`src/rtl/synth_prog_pkg.sv`:
```
package synth_prog_pkg;
  parameter int W_M   = 9;
  parameter int W_A   = 4;
  parameter int W_R   = 6;
  parameter int W_ENH = 8;
  parameter int W_D   = 8;
  localparam int W_PRIM = 1 + W_M + W_R + W_A;
  localparam int A_LO   = 0;
  localparam int R_LO   = W_A;
  localparam int M_LO   = W_A + W_R;
  localparam int PRE_B  = W_PRIM - 1;

  // indices into the synchronised strobe vector
  localparam int N_SYNC = 7;
  localparam int IX_SCLK = 0;
  localparam int IX_LD   = 1;
  localparam int IX_ENH  = 2;
  localparam int IX_M1   = 3;
  localparam int IX_M2   = 4;
  localparam int IX_A    = 5;
  localparam int IX_HOP  = 6;

  typedef enum logic [1:0] {MODE_PAR = 2'd0, MODE_SER = 2'd1, MODE_DIR = 2'd2} load_mode_e;

  function automatic load_mode_e pick_mode(input logic dir, input logic ser);
    if (dir) return MODE_DIR;
    return ser ? MODE_SER : MODE_PAR;
  endfunction
endpackage

```
`src/rtl/sp_sync.sv`:
```
module sp_sync #(
  parameter int N = 1
) (
  input  logic         clk,
  input  logic         rst_n,
  input  logic [N-1:0] raw,
  output logic [N-1:0] lvl
);
  for (genvar g = 0; g < N; g++) begin : g_bit
    logic s1, s2;
    always_ff @(posedge clk or negedge rst_n) begin
      if (!rst_n) begin
        s1 <= 1'b0;
        s2 <= 1'b0;
      end else begin
        s1 <= raw[g];
        s2 <= s1;
      end
    end
    assign lvl[g] = s2;
  end
endmodule

```
`src/rtl/sp_rise.sv`:
```
module sp_rise #(
  parameter int N = 1
) (
  input  logic         clk,
  input  logic         rst_n,
  input  logic [N-1:0] lvl,
  output logic [N-1:0] rise
);
  logic [N-1:0] prev;
  always_ff @(posedge clk or negedge rst_n) begin
    if (!rst_n) prev <= '0;
    else        prev <= lvl;
  end
  assign rise = lvl & ~prev;
endmodule

```
`src/rtl/sp_word_regs.sv`:
```
module sp_word_regs
  import synth_prog_pkg::*;
(
  input  logic              clk,
  input  logic              rst_n,
  input  logic              shift_go,
  input  logic              ser_dat,
  input  logic              m1_go,
  input  logic              m2_go,
  input  logic              a_go,
  input  logic              copy_go,
  input  logic [W_D-1:0]    par_d,
  output logic [W_PRIM-1:0] prim_q,
  output logic [W_PRIM-1:0] sec_q
);
  always_ff @(posedge clk or negedge rst_n) begin
    if (!rst_n) begin
      prim_q <= '0;
    end else if (shift_go) begin
      prim_q <= {prim_q[W_PRIM-2:0], ser_dat};
    end else begin
      if (m1_go) begin
        prim_q[PRE_B]          <= par_d[7];
        prim_q[M_LO+6 : M_LO]  <= par_d[6:0];
      end
      if (m2_go) begin
        prim_q[R_LO+5 : R_LO+4] <= par_d[3:2];
        prim_q[M_LO+8 : M_LO+7] <= par_d[1:0];
      end
      if (a_go) begin
        prim_q[R_LO+3 : R_LO] <= par_d[7:4];
        prim_q[A_LO+3 : A_LO] <= par_d[3:0];
      end
    end
  end

  always_ff @(posedge clk or negedge rst_n) begin
    if (!rst_n)       sec_q <= '0;
    else if (copy_go) sec_q <= prim_q;
  end
endmodule

```
`src/rtl/sp_enh_reg.sv`:
```
module sp_enh_reg
  import synth_prog_pkg::*;
(
  input  logic             clk,
  input  logic             rst_n,
  input  logic             shift_go,
  input  logic             ser_dat,
  input  logic             par_go,
  input  logic [W_D-1:0]   par_d,
  output logic [W_ENH-1:0] enh_q
);
  always_ff @(posedge clk or negedge rst_n) begin
    if (!rst_n)        enh_q <= '0;
    else if (shift_go) enh_q <= {enh_q[W_ENH-2:0], ser_dat};
    else if (par_go)   enh_q <= par_d[W_ENH-1:0];
  end
endmodule

```
`src/rtl/synth_prog_if.sv`:
```
module synth_prog_if
  import synth_prog_pkg::*;
(
  input  logic             clk,
  input  logic             rst_n,
  input  logic             mode_dir,
  input  logic             mode_ser,
  input  logic             fsel_ser,
  input  logic             fsel_par,
  input  logic             ser_clk,
  input  logic             ser_dat,
  input  logic             ser_ld_n,
  input  logic             enh_sel,
  input  logic             m1_stb,
  input  logic             m2_stb,
  input  logic             a_stb,
  input  logic             hop_stb,
  input  logic [W_D-1:0]   par_d,
  input  logic [W_M-1:0]   dir_m,
  input  logic [W_A-1:0]   dir_a,
  input  logic             dir_pre_n,
  output logic [W_M-1:0]   m_cnt,
  output logic [W_A-1:0]   a_cnt,
  output logic [W_R-1:0]   r_cnt,
  output logic             pre_en_n,
  output logic             pre_bypass,
  output logic [W_ENH-1:0] enh_q
);
  logic [N_SYNC-1:0] raw_in, lvl, rise;
  logic [W_PRIM-1:0] prim_q, sec_q, word_sel;
  load_mode_e mode;
  logic is_ser, is_par, shift_any, prim_shift, enh_shift, copy_go;
  logic m1_go, m2_go, a_go, enh_par_go;

  always_comb begin
    raw_in          = '0;
    raw_in[IX_SCLK] = ser_clk;
    raw_in[IX_LD]   = ser_ld_n;
    raw_in[IX_ENH]  = enh_sel;
    raw_in[IX_M1]   = m1_stb;
    raw_in[IX_M2]   = m2_stb;
    raw_in[IX_A]    = a_stb;
    raw_in[IX_HOP]  = hop_stb;
  end

  sp_sync #(.N(N_SYNC)) u_sync (.clk(clk), .rst_n(rst_n), .raw(raw_in), .lvl(lvl));
  sp_rise #(.N(N_SYNC)) u_rise (.clk(clk), .rst_n(rst_n), .lvl(lvl), .rise(rise));

  assign mode   = pick_mode(mode_dir, mode_ser);
  assign is_ser = (mode == MODE_SER);
  assign is_par = (mode == MODE_PAR);

  assign shift_any  = is_ser & rise[IX_SCLK] & ~lvl[IX_LD];
  assign prim_shift = shift_any & ~lvl[IX_ENH];
  assign enh_shift  = shift_any &  lvl[IX_ENH];
  assign m1_go      = is_par & rise[IX_M1];
  assign m2_go      = is_par & rise[IX_M2];
  assign a_go       = is_par & rise[IX_A];
  assign enh_par_go = is_par & rise[IX_ENH];
  assign copy_go    = (is_ser & rise[IX_LD]) | ((is_ser | is_par) & rise[IX_HOP]);

  sp_word_regs u_words (
    .clk(clk), .rst_n(rst_n), .shift_go(prim_shift), .ser_dat(ser_dat),
    .m1_go(m1_go), .m2_go(m2_go), .a_go(a_go), .copy_go(copy_go),
    .par_d(par_d), .prim_q(prim_q), .sec_q(sec_q)
  );

  sp_enh_reg u_enh (
    .clk(clk), .rst_n(rst_n), .shift_go(enh_shift), .ser_dat(ser_dat),
    .par_go(enh_par_go), .par_d(par_d), .enh_q(enh_q)
  );

  always_comb begin
    word_sel = (is_ser ? fsel_ser : fsel_par) ? prim_q : sec_q;
    if (mode == MODE_DIR) begin
      m_cnt    = dir_m;
      a_cnt    = dir_a;
      r_cnt    = '0;
      pre_en_n = dir_pre_n;
    end else begin
      m_cnt    = word_sel[M_LO +: W_M];
      a_cnt    = word_sel[A_LO +: W_A];
      r_cnt    = word_sel[R_LO +: W_R];
      pre_en_n = word_sel[PRE_B];
    end
  end

  assign pre_bypass = pre_en_n;
endmodule

```
`config.mk`:
```
export PLATFORM = sky130hd
export DESIGN_NAME = synth_prog_if
export DESIGN_NICKNAME = d
export VERILOG_FILES = /design/src/rtl/synth_prog_pkg.sv /design/src/rtl/sp_sync.sv /design/src/rtl/sp_rise.sv /design/src/rtl/sp_word_regs.sv /design/src/rtl/sp_enh_reg.sv /design/src/rtl/synth_prog_if.sv
export SDC_FILE = /design/constraint.sdc
export NUM_CORES = 1
export LEC_CHECK = 0
export BUFFER_PORTS_ARGS = -buffer_cell sky130_fd_sc_hd__buf_2
export CORE_MARGIN = 4
export CORE_UTILIZATION = 58
export DETAILED_ROUTE_END_ITERATION = 8
export GPL_ROUTABILITY_DRIVEN = 0
export PLACE_DENSITY = 0.94
export SKIP_CTS_REPAIR_TIMING = 1
export SYNTH_ARGS = -nofsm -noshare
export SYNTH_HDL_FRONTEND = slang
export SYNTH_SLANG_ARGS = --single-unit
```
`constraint.sdc`:
```
create_clock -name clk -period 2.95 [get_ports clk]
set_clock_uncertainty 0.2 [all_clocks]
set_input_delay 0.1475 -clock clk [delete_from_list [all_inputs] [get_ports clk]]
set_output_delay 0.1475 -clock clk [all_outputs]
set_load 0.005 [all_outputs]
```
==> results.yml, run 1 <==
outcome:
  outcome: "completed"
sta:
  slew_viol_final: 0
  timing.final.ws_setup_ps: 735.1
  maxSlewHeadroom: 0.2054
  setup_viol: 0
  final_hold_viol_count: 0
  fin_crit_sh: 0.7508
  fin_tns_setup_ps: 0
  tightest_slew_ps: 1192
  grt_setup_unrepaired: "false"
  clock.fmax_mhz: 451.5
  fin_hold_ws_ps: 11.35
  period_minus_slack_ps: 2215
placement:
  place_ws_ps: 762.1
  port-buffer-count: 64
  hpwl_mm: 4.622
final_layout:
  syn_to_final_growth_pct: 24.58
  diodes: 0
  n_fill_cell: 342
  layout.nets: 366
  drive_gt1_frac: 0.2896
setup_path:
  crit_required_ps: 3030
  worst_setup_path_end_kind: "flop"
  crit_path_max_fanout: 40
  arrival_ps: 2300
  critPathKind: "flop to flop"
  crit_slowest_cell: "dlygate4sd3_1"
  crit_path_start_kind: "flop"
  crit_chain: "nand4bb_4 > nor3_4 > buf_4 > nand2_1 > o21ai_1 > dlygate4sd3_1"
  slowest_delay_ps: 570
synth:
  syn_inst: 248
  post_synth_num_cell_types: 23
  async_flop_share: 1.000
  synth_xor_area_frac: 0
  synth_edf_count: 0
  ys.flop_type: "dfrtp_1"
  yosys.area.top_type: "dfrtp_1"
  synth_top_family_by_area: "multiplexers"
  ys_top_cells_by_area: "dfrtp_1 56%, mux2i_1 13%, mux2_1 7.2%"
  synth.cell_area_um2: 3110
  synthTopCellsByCount: "69 x dfrtp_1, 40 x mux2i_1, 34 x nand2_1, 34 x o21ai_1, 20 x mux2_1"
  synth.most_common_cell: "dfrtp_1"
  synth_warnings: 0
  synth_fa_ha_area_frac: 0
  synth_top_area_frac: 0.5551
  syn_nets: 284
  ys_seq_elements: 69
  ys_seq_area_frac: 0.5551
  synth_compound_area_frac: 0.09815
  yosys.area_share.simple: 0.1006
  yosys-mux-area-fraction: 0.2156
  synth.avg_cell_area_um2: 12.54
routing:
  wl_per_cell_um: 17.33
  dr.pass1.iters: 4
  drtIter0Drc: 240
  finalWirelength_mm: 7.020
  vias: 2226
  drc: 0
  viasPerCell: 5.496
  ant_nets: 0
clocking:
  cts-root-buf: "clkbuf_8"
  cts_tree: "done"
  cts.clk_slew.worst_paths_ps: 70
  clock_latency_ps: 340
  cts_buffers: 9
  htree_levels: 3
  cts.sinks: 69
  clk_path_buf_depth: 2
pwr:
  p_leak_nw: 1.820
  finalPower_mw: 2.728
  power.density_nw_per_um2: 704.0
  vdd_drop_max_mv: 0.5004
die:
  die_x_um: 81.23
  rows: 26
  die_h_um: 81.23
  start_util: 0.6052
  fp.dieArea_um2: 6598
  io_pins: 65
  coreArea_um2: 5140
global_routing:
  grt_pass1_vias: 2231
  grt_pass1_wl_mm: 11.12
  grt-ovfl-total: 0
  antenna_found_initial: 0
  grt_usage: 0.2296
  grt_max_degree: 42
job:
  drv_cap: 0
min_path:
  hp-class: "input port to flop"
critical path, delay by kind of cell, from the launching register on:
kind	cells	cell delay [ps]
flops	1	410
simple gates	3	500
buf+inv	2	930
compound gates	1	90
placed cells by master, fill, tap and decap left out:
cell type	instances
mux2_1	20
nor2_1	6
nand4bb_4	1
nor2b_2	1
mux2i_1	40
buf_4	5
clkbuf_8	11
nor3b_4	1
nor3_4	1
o21ai_1	34
nor4b_2	2
nor4b_4	2
a21oi_2	1
nand2_1	34
dfrtp_1	69
nand3b_1	1
a21o_1	8
bufinv_16	2
clkinv_4	2
nor2_2	1
nand2b_1	1
a22o_1	8
clkinv_2	1
dlygate4sd3_1	17
mux2i_4	2
buf_2	64
worst paths after layout:
path | end | startpoint | cells past startpoint | slack (ps)
worst max-delay path | u_words.prim_q[0] | u_sync.g_bit[1].s2 | 6 | 740
worst min-delay path | u_words.prim_q[2] | par_d[2] | 3 | 10
worst max register to register | u_words.prim_q[0] | u_sync.g_bit[1].s2 | 6 | 740
worst min register to register | u_sync.g_bit[5].s2 | u_sync.g_bit[5].s1 | 0 | 150
max in group asynchronous | u_words.sec_q[15] | rst_n | 3 | 1680
min in group asynchronous | u_words.sec_q[7] | rst_n | 2 | 110
flip-flops by register name (all words and copies together) (netlist names):
signal           count
u_enh.enh_q          8
u_rise.prev          7
u_words.sec_q       20
u_sync.g_bit.s1      7
u_sync.g_bit.s2      7
u_words.prim_q      20
final cells by class:
class,instances,area (um^2),share of cell area
sequential,69,1727,0.4456
tap,70,87.58,0.02260
multi-input combinational,164,1299,0.3352
clock buffer,11,151.4,0.03907
timing repair buffer,86,528.0,0.1363
clock inverter,5,82.58,0.02131
stage by stage:
step / instance area (um^2) / cells / utilization
6_report: 3875 / 405 / 0.7539
5_1_grt: 3875 / 405 / 0.7539
4_1_cts: 3705 / 388 / 0.7208
3_5_place_dp: 3471 / 372 / 0.6753
3_3_place_gp: 3471 / 372 / 0.6753
2_1_floorplan: 3110 / 248 / -
per-layer routing:
metal,global-route usage,vias to the layer above,part of all wire
met5,0,-,0
met4,0.09797,0,0.017
met3,0.06319,13,0.055
met2,0.3506,79,0.48
met1,0.3093,1086,0.45
li1,-,1048,-
where the power goes:
group | leakage (nW) | switching [mW] | total [mW] | internal [mW]
registers | 0.833 | 0.168 | 1.33 | 1.16
logic | 0.868 | 0.239 | 0.514 | 0.276
clock network | 0.120 | 0.359 | 0.883 | 0.523
cell families (layout without fill, tap and decap cells):
logic type             count (synthesis)  in the layout
muxes                                 62             62
buffers and inverters                 15            102
AOI/OAI and AO/OA                     51             51
and+or+nand+nor                       51             51
DFF                                   69             69
(Power assumes the default switching activity.)
==> run 2: changes to the inputs <==
--- a/config.mk
+++ b/config.mk
@@ -5,12 +5,13 @@
 export SDC_FILE = /design/constraint.sdc
 export NUM_CORES = 1
 export LEC_CHECK = 0
+export ABC_AREA = 1
 export BUFFER_PORTS_ARGS = -buffer_cell sky130_fd_sc_hd__buf_2
 export CORE_MARGIN = 4
-export CORE_UTILIZATION = 58
+export CORE_UTILIZATION = 55
 export DETAILED_ROUTE_END_ITERATION = 8
 export GPL_ROUTABILITY_DRIVEN = 0
-export PLACE_DENSITY = 0.94
+export PLACE_DENSITY = 0.9
 export SKIP_CTS_REPAIR_TIMING = 1
 export SYNTH_ARGS = -nofsm -noshare
 export SYNTH_HDL_FRONTEND = slang
==> constraint.sdc (replaced) <==
create_clock -name clk -period 2.3 [get_ports clk]
set_clock_uncertainty 0.2 [all_clocks]
set_input_delay 0.115 -clock clk [delete_from_list [all_inputs] [get_ports clk]]
set_output_delay 0.115 -clock clk [all_outputs]
set_load 0.005 [all_outputs]
==> run 2 against run 1 <==
  * Clock power fell by 6.8%
  * Sequential cell count did not move
  * Critical path depth did not move
  * Worst setup slack got worse by 440 ps
  * Die area rose by 8.6%
  * Via count rose by 31%
  * Non-clock buffer count fell by 1
  * Combinational power rose by 14%
  * Synthesized area rose by 3.9%
  * Final cell count rose by 37%
  * Largest power group unchanged
  * Highest routed layer unchanged
==> results.yml, run 2 <==
sta:
  maxSlewHeadroom: 0.5618
  setup_viol: 0
  tightest_slew_ps: 657.3
  period_minus_slack_ps: 2008
  fin_crit_sh: 0.8730
  grt_setup_unrepaired: "false"
  slew_viol_final: 0
  final_hold_viol_count: 0
  clock.fmax_mhz: 498.0
  fin_tns_setup_ps: 0
pwr:
  p_leak_nw: 2.075
  power.density_nw_per_um2: 766.4
  vdd_drop_max_mv: 0.5572
  finalPower_mw: 2.990
clocking:
  cts-root-buf: "clkbuf_8"
  cts_tree: "done"
  htree_levels: 3
  clk_path_buf_depth: 2
  cts.clk_slew.worst_paths_ps: 70
  cts_buffers: 9
  cts.sinks: 69
  clock_latency_ps: 350
synth:
  synthTopCellsByCount: "125 x nand2_1, 96 x nand3_1, 69 x dfrtp_1"
  synth.avg_cell_area_um2: 8.063
  syn_nets: 437
  synth.cell_area_um2: 3233
  synth_warnings: 0
  synth_top_area_frac: 0.5341
  async_flop_share: 1.000
  yosys.area.top_type: "dfrtp_1"
  synth_edf_count: 0
  ys_top_cells_by_area: "dfrtp_1 53%, nand3_1 15%, nand2_1 15%"
  ys.flop_type: "dfrtp_1"
  synth.most_common_cell: "nand2_1"
  post_synth_num_cell_types: 19
  ys_seq_area_frac: 0.5341
  syn_inst: 401
  ys_seq_elements: 69
die:
  start_util: 0.5765
  rows: 27
  die_x_um: 84.67
  coreArea_um2: 5608
  die_h_um: 84.67
  io_pins: 65
  fp.dieArea_um2: 7169
routing:
  vias: 2925
  dr.pass1.iters: 5
  ant_nets: 0
  viasPerCell: 5.270
  wl_per_cell_um: 13.28
  finalWirelength_mm: 7.371
  drtIter0Drc: 236
  drc: 0
job:
  drv_cap: 0
global_routing:
  grt_pass1_wl_mm: 12.03
  grt_max_degree: 43
  grt_pass1_vias: 2584
  antenna_found_initial: 0
  grt-ovfl-total: 0
  grt_usage: 0.2113
setup_path:
  crit_required_ps: 2380
  slowest_delay_ps: 550
  worst-path-buf-inv: 2
  arrival_ps: 2090
  worst_setup_path_end_kind: "flop"
  crit_slowest_cell: "dlygate4sd3_1"
  crit_path_max_fanout: 9
  critPathKind: "flop to flop"
  crit_chain: "nor2_1 > nand3_2 > inv_2 > nand2_1 > nand3_1 > dlygate4sd3_1"
  critical-path-top-delay-family: "buffers and inverters"
  crit_path_start_kind: "flop"
outcome:
  outcome: "completed"
final_layout:
  reg_top3: "u_words.prim_q x20, u_words.sec_q x20, u_enh.enh_q x8"
  n_fill_cell: 457
  layout_commonest_cell: "nand2_1"
  layout.nets: 515
  syn_to_final_growth_pct: 20.67
  drive_gt1_frac: 0.1967
  diodes: 0
  layout_common_cells: "125 x nand2_1, 96 x nand3_1, 69 x dfrtp_1, 64 x buf_2, 38 x inv_1"
min_path:
  hp-class: "input port to async pin"
placement:
  hpwl_mm: 5.180
  port-buffer-count: 64
run 2: cell count changes after synthesis, moves of 4 or more:
cell	previous run	this run
o21ai_1	34	1
inv_1	0	38
nor2_1	6	18
nand2_2	0	4
o21ai_0	0	20
buf_2	4	9
a22o_1	8	0
nand3_1	0	96
nand2_1	34	125
mux2i_1	40	0
mux2_1	20	0
a21o_1	8	0
run 2: worst paths after layout:
kind                            cells after the start            endpoint  slack (ps)                from
worst max-delay path                                6      u_enh.enh_q[0]         290      u_rise.prev[0]
max in group asynchronous                           3   u_words.prim_q[8]        1130               rst_n
worst min register to register                      0  u_sync.g_bit[3].s2         150  u_sync.g_bit[3].s1
worst min-delay path                                2  u_sync.g_bit[6].s1         130               rst_n
min in group clk                                    0  u_sync.g_bit[3].s2         150  u_sync.g_bit[3].s1
worst max register to register                      6      u_enh.enh_q[0]         290      u_rise.prev[0]
run 2: per-layer routing:
| metal | part of all wire | routed length, um | vias to the layer above | GRT usage |
|---|---|---|---|---|
| li1 | - | - | 1432 | - |
| met1 | 0.42 | 3099 | 1346 | 0.2857 |
| met2 | 0.48 | 3522 | 129 | 0.3231 |
| met3 | 0.081 | 599 | 18 | 0.05103 |
| met4 | 0.020 | 149 | 0 | 0.09640 |
| met5 | 0 | 0 | - | 0 |
run 2: where the power goes:
group	switching [mW]	internal, mW
Sequential	0.156	1.43
Clock	0.411	0.412
Combinational	0.324	0.260
run 2: metrics by stage:
stage | cell area, um^2 | cells | util | hold slack [ps] | worst slack [ps]
floorplan | 3233 | 401 | - | -380.6 | 984.6
global placement | 3562 | 522 | 0.6352 | -28.71 | 342.1
detailed placement | 3562 | 522 | 0.6352 | -22.87 | 302.4
CTS | 3721 | 537 | 0.6635 | -397.2 | 277.3
global route | 3901 | 555 | 0.6957 | 159.5 | 100.2
finish | 3901 | 555 | 0.6957 | 132.0 | 292.1
run 2: final cells by class:
type | count | area, um^2 | area share
sequential | 69 | 1727 | 0.4426
tap | 72 | 90.09 | 0.02309
clock inverter | 2 | 10.01 | 0.002566
multi-input combinational | 272 | 1230 | 0.3153
timing repair buffer | 85 | 535.5 | 0.1373
clock buffer | 13 | 148.9 | 0.03817
inverter | 42 | 160.2 | 0.04105
run 2: cell families (layout without fill, tap and decap cells):
group           count (synthesis)  after routing  share of synthesized area
simple gates                  251            251                     0.3479
buf+inv                        60            142                    0.08552
flops                          69             69                     0.5341
compound gates                 21             21                    0.03251
==> run 3: changes to the inputs <==
--- a/config.mk
+++ b/config.mk
@@ -7,11 +7,10 @@
 export LEC_CHECK = 0
 export ABC_AREA = 1
 export BUFFER_PORTS_ARGS = -buffer_cell sky130_fd_sc_hd__buf_2
-export CORE_MARGIN = 4
-export CORE_UTILIZATION = 55
+export CORE_MARGIN = 3
+export CORE_UTILIZATION = 30
 export DETAILED_ROUTE_END_ITERATION = 8
-export GPL_ROUTABILITY_DRIVEN = 0
-export PLACE_DENSITY = 0.9
+export PLACE_DENSITY = 0.59
 export SKIP_CTS_REPAIR_TIMING = 1
 export SYNTH_ARGS = -nofsm -noshare
 export SYNTH_HDL_FRONTEND = slang
==> run 3 against run 2 <==
  * Sequential share of layout area decreased by 1.4 points
  * Cell area increased by 3.3%
  * Non-clock buffer count grew 1
  * Combinational power shrank 0.7%
  * Utilization down 31 points
  * Critical path depth unchanged
  * Via count down 5.0%
  * Clock power grew 20%
  * Hold slack got worse by 36 ps
  * Clock-buffer cell count decreased by 4
  * Critical path type unchanged
  * Critical endpoint is now u_words.prim_q[0]
  * Largest power group unchanged
  * Highest routed layer unchanged
==> results.yml, run 3 (synthesis gave the netlist of run 2 again) <==
sta:
  final_hold_viol_count: 0
  slew_viol_final: 0
  fin_tns_setup_ps: 0
  fin_crit_sh: 0.9163
  clock.fmax_mhz: 474.5
  maxSlewHeadroom: 0.5530
  grt_setup_unrepaired: "false"
  period_minus_slack_ps: 2107
  setup_viol: 0
  tightest_slew_ps: 668.9
pwr:
  p_leak_nw: 2.092
  power.density_nw_per_um2: 780.3
  vdd_drop_max_mv: 0.2855
outcome:
  outcome: "completed"
final_layout:
  diodes: 0
  syn_to_final_growth_pct: 24.65
  layout_commonest_cell: "nand2_1"
  reg_top3: "u_words.prim_q x20, u_words.sec_q x20, u_enh.enh_q x8"
  final_area_um2: 4030
  layout.nets: 516
  drive_gt1_frac: 0.2062
  layout_common_cells: "125 x nand2_1, 96 x nand3_1, 69 x dfrtp_1, 64 x buf_2, 38 x inv_1"
  final_cells: 621
clocking:
  clock_latency_ps: 350
  cts_buffers: 9
  cts_tree: "done"
  cts.sinks: 69
  cts-root-buf: "clkbuf_8"
  htree_levels: 3
  clk_path_buf_depth: 2
  cts.clk_slew.worst_paths_ps: 80
placement:
  dp_cells: 587
  dpl_cell_area_um2: 3650
  port-buffer-count: 64
  hpwl_mm: 5.524
  globalplace.congestion: 0.7801
die:
  start_util: 0.3104
  io_pins: 65
  die_x_um: 109.8
  coreArea_um2: 10420
  die_h_um: 109.8
  fp.dieArea_um2: 12060
  rows: 37
job:
  drv_cap: 0
setup_path:
  crit_path_max_fanout: 20
  regToRegEndpoint: "u_words.prim_q[0]"
  r2r_cells: 6
  crit_required_ps: 2390
  worst_setup_path_end_kind: "flop"
  arrival_ps: 2190
  reg2reg_from: "u_sync.g_bit[1].s2"
  crit_path_start_kind: "flop"
  critPathKind: "flop to flop"
  reg2reg_slack_ps: 190
global_routing:
  antenna_found_initial: 0
  grt_usage: 0.1358
  grt_pass1_vias: 2548
  grt_pass1_wl_mm: 12.62
  grt_max_degree: 70
  grt-ovfl-total: 0
routing:
  vias: 2780
  drtIter0Drc: 140
  finalWirelength_mm: 7.844
  dr.pass1.iters: 4
  ant_nets: 0
  wl_per_cell_um: 12.63
  viasPerCell: 4.477
  drc: 0
min_path:
  hp-class: "input port to async pin"
-- run 3: per-layer routing --
metal	vias to the layer above	GRT usage	part of all wire
li1	1437	-	-
met1	1261	0.1915	0.49
met2	71	0.2002	0.45
met3	11	0.03288	0.047
met4	0	0.05254	0.016
met5	-	0	0
-- run 3: worst max-delay path, cell delays in order, from the launching register on --
cell           delay, ps
dfrtp_1              450
nor2_4               210
nand2_2               80
nor2_4               360
nand2_1              100
nand3_1              100
dlygate4sd3_1        550
-- run 3: layout make-up --
cell class	instances	area, um^2
Clock buffer	9	123.9
Clock inverter	7	76.32
Fill cell	1084	6386
Inverter	42	160.2
Multi-Input combinational cell	272	1230
Sequential cell	69	1727
Tap cell	136	170.2
Timing Repair Buffer	86	543.0
-- run 3: worst max path at each step --
stage / from / end / slack (ps) / cells past startpoint
final: u_sync.g_bit[1].s2 / u_words.prim_q[0] / 190 / 6
after global routing: u_sync.g_bit[1].s2 / u_words.prim_q[0] / 40 / 6
after CTS: mode_dir / r_cnt[1] / 480 / 8
after detailed placement: mode_dir / r_cnt[1] / 480 / 8
after global placement: mode_dir / r_cnt[0] / 540 / 8
after floorplan: u_rise.prev[0] / u_words.prim_q[12] / 980 / 5
-- run 3: power breakdown --
group	switching (mW)	internal, mW	total (mW)
sequential	0.152	1.42	1.58
combinational	0.320	0.262	0.581
clock	0.484	0.503	0.987
-- run 3: stage by stage --
step	util	total power [mW]	hold WS (ps)	worst slack [ps]
after CTS	0.3696	3.160	-415.5	482.8
after global routing	0.3869	3.368	108.4	42.49
after global placement	0.3504	2.143	-32.57	542.2
after floorplan	-	1.917	-380.6	984.6
final	0.3869	3.145	96.38	192.5
after detailed placement	0.3504	2.163	-31.45	481.8
